===== config.mk =====
export PLATFORM = sky130hd
export DESIGN_NAME = pipe_interlock
export DESIGN_NICKNAME = d
export VERILOG_FILES = /design/src/rtl/pipe_interlock.sv
export SDC_FILE = /design/constraint.sdc
export NUM_CORES = 1
export LEC_CHECK = 0
export ABC_AREA = 1
export CELL_PAD_IN_SITES_DETAIL_PLACEMENT = 2
export CELL_PAD_IN_SITES_GLOBAL_PLACEMENT = 2
export CORE_MARGIN = 2
export CORE_UTILIZATION = 32
export CTS_CLUSTER_DIAMETER = 100
export DETAILED_ROUTE_END_ITERATION = 8
export GPL_ROUTABILITY_DRIVEN = 0
export PLACE_DENSITY = 0.84
export SYNTH_ARGS = -nofsm -noshare
export SYNTH_HDL_FRONTEND = slang
export SYNTH_SLANG_ARGS = --single-unit

===== constraint.sdc =====
create_clock -name clk -period 3.7 [get_ports clk]
set_input_delay 0.37 -clock clk [delete_from_list [all_inputs] [get_ports clk]]
set_output_delay 0.37 -clock clk [all_outputs]
set_load 0.02 [all_outputs]

===== src/rtl/pipe_interlock.sv =====
module pipe_interlock #(
  parameter int NREG = 8,
  parameter int TW   = 4,
  localparam int RW  = $clog2(NREG)
) (
  input  logic            clk,
  input  logic            rst,
  input  logic            in_valid,
  input  logic [1:0]      in_cls,
  input  logic [RW-1:0]   in_src1,
  input  logic [RW-1:0]   in_src2,
  input  logic            in_wr,
  input  logic [RW-1:0]   in_dst,
  input  logic [TW-1:0]   in_tag,
  output logic            accept_o,
  output logic [4:0]      stg_valid_o,
  output logic [4:0]      stg_hold_o,
  output logic [3:0]      stg_bub_o,
  output logic [5*TW-1:0] stg_tag_o
);

  localparam logic [1:0] C_ALU = 2'd0;
  localparam logic [1:0] C_LD  = 2'd1;
  localparam logic [1:0] C_ST  = 2'd2;
  localparam logic [1:0] C_BR  = 2'd3;

  typedef struct packed {
    logic          v;
    logic [1:0]    cls;
    logic [RW-1:0] s1;
    logic [RW-1:0] s2;
    logic          wr;
    logic [RW-1:0] dst;
    logic [TW-1:0] tag;
  } slot_t;

  slot_t f_q, d_q, e_q, in_slot;
  logic            m_v, m_wr, w_v, w_wr, ecnt;
  logic [1:0]      m_cls, w_cls, mcnt;
  logic [RW-1:0]   m_dst, w_dst;
  logic [TW-1:0]   m_tag, w_tag;
  logic [NREG-1:0] pend, pend_n;

  logic frz, e_busy, m_go, e_go, d_go, f_go;
  logic rel1, rel2, raw1, raw2, waw, haz, e_mem;

  assign in_slot = '{v: in_valid, cls: in_cls, s1: in_src1, s2: in_src2,
                     wr: in_wr, dst: in_dst, tag: in_tag};

  assign frz    = m_v && (mcnt != 2'd0);
  assign m_go   = m_v && !frz;
  assign e_busy = e_q.v && ecnt;
  assign e_go   = e_q.v && !frz && !e_busy;
  assign e_mem  = (e_q.cls == C_LD) || (e_q.cls == C_ST);

  assign rel1 = (m_go && m_wr && m_dst == d_q.s1) || (w_v && w_wr && w_dst == d_q.s1);
  assign rel2 = (m_go && m_wr && m_dst == d_q.s2) || (w_v && w_wr && w_dst == d_q.s2);
  assign raw1 = (d_q.s1 != '0) && pend[d_q.s1] && !rel1;
  assign raw2 = (d_q.s2 != '0) && pend[d_q.s2] && !rel2;
  assign waw  = d_q.wr && (d_q.dst != '0) && pend[d_q.dst]
                && !(w_v && w_wr && w_dst == d_q.dst);
  assign haz  = raw1 || raw2 || waw;

  assign d_go     = d_q.v && !frz && !e_busy && !haz;
  assign f_go     = f_q.v && !frz && (!d_q.v || d_go);
  assign accept_o = !frz && (!f_q.v || f_go);

  assign stg_valid_o = {w_v, m_v, e_q.v, d_q.v, f_q.v};
  assign stg_hold_o  = {1'b0, frz, e_q.v && !e_go, d_q.v && !d_go, f_q.v && !f_go};
  assign stg_bub_o   = {frz,
                        e_q.v && !e_go && !frz,
                        d_q.v && !d_go && (!e_q.v || e_go),
                        f_q.v && !f_go && (!d_q.v || d_go)};
  assign stg_tag_o   = {w_tag, m_tag, e_q.tag, d_q.tag, f_q.tag};

  always_comb begin
    pend_n = pend;
    if (w_v && w_wr) pend_n[w_dst] = 1'b0;
    if (d_go && d_q.wr && d_q.dst != '0) pend_n[d_q.dst] = 1'b1;
  end

  always_ff @(posedge clk) begin
    if (rst) begin
      f_q   <= '0;
      d_q   <= '0;
      e_q   <= '0;
      ecnt  <= 1'b0;
      m_v   <= 1'b0;
      m_cls <= C_ALU;
      m_wr  <= 1'b0;
      m_dst <= '0;
      m_tag <= '0;
      mcnt  <= 2'd0;
      w_v   <= 1'b0;
      w_cls <= C_ALU;
      w_wr  <= 1'b0;
      w_dst <= '0;
      w_tag <= '0;
      pend  <= '0;
    end else begin
      if (accept_o) f_q <= in_slot;
      if (f_go) d_q <= f_q;
      else if (d_go) d_q <= '0;
      if (d_go) e_q <= d_q;
      else if (e_go) e_q <= '0;
      ecnt <= d_go && (d_q.cls == C_BR);
      if (e_go) begin
        m_v   <= 1'b1;
        m_cls <= e_q.cls;
        m_wr  <= e_q.wr;
        m_dst <= e_q.dst;
        m_tag <= e_q.tag;
        mcnt  <= e_mem ? 2'd2 : 2'd0;
      end else if (m_go) begin
        m_v <= 1'b0;
      end else if (frz) begin
        mcnt <= mcnt - 2'd1;
      end
      w_v <= m_go;
      if (m_go) begin
        w_cls <= m_cls;
        w_wr  <= m_wr;
        w_dst <= m_dst;
        w_tag <= m_tag;
      end
      pend <= pend_n;
    end
  end


  w_from_m_chk: assert property (@(posedge clk) disable iff (rst)
    w_v |-> ($past(m_v) && $past(m_tag) == w_tag));


  mem_three_chk: assert property (@(posedge clk) disable iff (rst)
    (w_v && (w_cls == C_LD || w_cls == C_ST)) |->
      ($past(m_v, 3) && $past(m_tag, 3) == w_tag &&
       $past(m_tag, 2) == w_tag && $past(m_tag, 1) == w_tag));


  br_two_chk: assert property (@(posedge clk) disable iff (rst)
    (e_q.v && e_q.cls == C_BR && $past(d_go)) |=> (e_q.v && $stable(e_q.tag)));


  freeze_chk: assert property (@(posedge clk) disable iff (rst)
    frz |=> ($stable(f_q) && $stable(d_q) && $stable(e_q)));


  raw_chk: assert property (@(posedge clk) disable iff (rst)
    ($past(d_go) && e_q.v && m_v && m_wr && m_dst != '0) |->
      (m_dst != e_q.s1 && m_dst != e_q.s2));


  bub_mem_chk: assert property (@(posedge clk) disable iff (rst)
    stg_bub_o[2] |=> !m_v);

endmodule


==> metrics.txt <==
Slew @ Worst Pin=1020 ps; Total Wirelength=11300 µm; Area Overhead vs Synth=17.9%; total track usage=20.1%; DRC=0; CTS Hold Bufs=0; most frequent cells after synthesis=nand2_1 (151), nor2_1 (81), dfxtp_1 (74); Buffers on Ports=52; die area=0.0121 mm²; Slew Limit Fails=0; most common cell in the netlist=nand2_1; P_leak=1.68 nW; standard-cell row count=38; Tightest Hold Check Type=flip-flop to flip-flop; Final Cycle Share=around nine tenths; die width=110 µm; clock network fraction of design power=36.3%; Root Driver=clkbuf_8; initial core utilization=32.9%; Synth Register Bits=74; Hold Fails Final Rpt=0; peak supply drop=0.169 mV; outcome=completed; CTS Buffer Depth=2; ys async rst share=0%; Gate power share=14.5%; P per Cell Area=420 mW/mm²; Critical Setup Path Class=flip-flop to output pin; EDFF count, synth=0; Main synth FF type=dfxtp_1; share of the synthesized area in the top cell type=about two fifths; setup_tns=0 ps; critical path startpoint category=flip-flop; Min Clock Period, post-route=3400 ps; Layout Skew=14.6 ps; crit path launch=mcnt[1]$_SDFFE_PP0P_; Yosys warnings=0; leading area contributor after synthesis=dfxtp_1; endpoint class of the critical path=output pin; Final setup viols=0; routed len/inst=16.3 µm; syn nets=543; TritonCTS buffer count=9; Pint=0.00124 W; Layout Cell Area excl Fill=0.00422 mm²; switching share of power=29.9%; Area after DPL=0.00403 mm²; placed wire-length estimate=between 8000 and 9000 µm; total chip power=0.00177 W; via count=3366; reg-to-reg endpoint=e_q[14]$_SDFFE_PP0P_; TritonCTS clock tree=yes; slew margin rel.=31.4%; crit path DAT=~3000 ps; FF-to-FF path depth=9; RR Startpoint=mcnt[1]$_SDFFE_PP0P_; final core occ=38.8%; ANT nets after route=0; Synth Cell Area=0.00358 mm²; RSZ-0062 raised after global routing=no; WP data required=3330 ps; post-CTS resize count=0; Reg2Reg Setup Slack=880 ps; sw power=0.000531 W; DRT iter0 DRCs=91; clock-pin slew on the worst setup and hold paths=~80 ps; n_diodes=0; Placeable Area=0.0109 mm²; crit path capture=stg_bub_o[0]; Syn Inst Count=523; final net count=568; H-tree lvl count=3; largest net degree at the start of global routing=42; share of power burned in registers=49.2%; Seq/Total Area, Yosys=41.4%; CTS sink cnt=74; First-pass DRT Iterations=4; highest clock rate=approximately 0.29 GHz; Clk Latency, worst-skew pair=370 ps; Maximum Capacitance Violations=0; number of global-route vias before repair=3702; total global routing overflow=0; io pins=54; Area contributors post-synth=dfxtp_1 (41%), nand2_1 (16%), nor2_1 (8.5%); Post-CTS Setup Inserts=0; Mean Syn Cell Area=6.85 µm²; initial antenna violation count=0; first-pass GRT wire length=18500 µm; Die Y=110 µm; post-DR vias/cell=4.86; share of cells above drive strength 1=7.23%; crit-path max FO=13; post-synth cell types=33
-- layout by cell type (no fill, tap or decap), types with 2 or more instances in the layout --
cell type        netlist  routed
a21oi_1               24      24
nor2_2                 2       2
clkbuf_8               0       9
nand3_1               20      20
buf_4                 26       3
o211ai_1               4       4
nor2_1                81      81
inv_1                 53      53
inv_2                  3       3
nand3_4                2       2
dfxtp_1               74      74
nand2_1              151     151
nor3_1                 3       3
clkdlybuf4s50_1        0      52
xor2_1                 4       4
clkinv_2               0       2
o21ai_2                9       9
o21ai_0               34      34
clkinv_1               2       2
nand4_1                4       4
-- per-layer routing --
| metal | up-vias | wire [µm] | global-route usage, % |
|---|---|---|---|
| met5 | - | 0 | 0 |
| met4 | 0 | 180 | 7.78 |
| met3 | 14 | 287 | 3.20 |
| met2 | 47 | 5690 | 34.8 |
| met1 | 1658 | 5150 | 24.8 |
| li1 | 1647 | - | - |
-- worst min path at each step --
stage | end | depth (start not counted) | start | slack [ps]
2_1_floorplan | ecnt$_SDFF_PP0_ | 2 | d_q[14]$_SDFFE_PP0P_ | 420
6_report | pend[0]$_SDFF_PP0_ | 2 | pend[0]$_SDFF_PP0_ | 460
5_1_grt | pend[0]$_SDFF_PP0_ | 2 | pend[0]$_SDFF_PP0_ | 490
3_5_place_dp | pend[0]$_SDFF_PP0_ | 2 | pend[0]$_SDFF_PP0_ | 450
4_1_cts | pend[0]$_SDFF_PP0_ | 2 | pend[0]$_SDFF_PP0_ | 470
3_3_place_gp | mcnt[0]$_SDFFE_PP0P_ | 1 | mcnt[0]$_SDFFE_PP0P_ | 440
-- layout make-up --
cell class                 instances  area, µm²
clock inverter                     6       65.1
timing repair buffer              55        543
sequential                        74       1480
multi-input combinational        349       1610
inverter                          59        224
fill                            1340       6670
clock buffer                      10        128
tap                              140        175
-- sequential cells by signal (all words and copies together) (netlist names), 2 cells and up --
| name | count |
|---|---|
| d_q | 12 |
| f_q | 12 |
| stg_tag_o | 12 |
| pend | 8 |
| e_q | 6 |
| m_tag | 4 |
| w_tag | 4 |
| m_dst | 3 |
| stg_valid_o | 3 |
| w_dst | 3 |
| mcnt | 2 |
-- through the flow --
| step | worst slack [ps] | hold WS [ps] | instances |
|---|---|---|---|
| after global routing | 18.0 | 488 | 693 |
| after floorplan | 1420 | 422 | 523 |
| after CTS | 261 | 467 | 693 |
| after detailed placement | 717 | 451 | 677 |
| after global placement | 876 | 440 | 677 |
| final | 296 | 460 | 693 |
-- power groups by stage --
stage	sequential [W]	combinational (W)	clock, W
6_report	0.000873	0.000256	0.000645
5_1_grt	0.000879	0.000286	0.000699
4_1_cts	0.000874	0.000261	0.000659
3_5_place_dp	0.000892	0.000256	0
3_3_place_gp	0.000889	0.000244	0
2_1_floorplan	0.000881	0.000173	0
-- logic make-up after synthesis --
| logic type | synth area share [%] |
|---|---|
| AOI/OAI and AO/OA | 12.3 |
| other | 0.105 |
| and+or+nand+nor | 30.9 |
| buffers and inverters | 13.8 |
| adders and majority gates | 0.349 |
| DFF | 41.4 |
| xor gates and xnor gates | 1.22 |
-- critical path, stage by stage (launching register included) --
cell             delay [ps]
dfxtp_1                 320
inv_1                    80
ha_1                    200
nand2_1                 240
inv_1                   240
nand2_1                 100
nor2_1                  120
nand2_1                  70
nand4_1                 130
nand3_4                 160
nand2_4                 150
inv_1                    70
nor3_1                  150
clkdlybuf4s50_1         640
(Power assumes the default switching activity.)
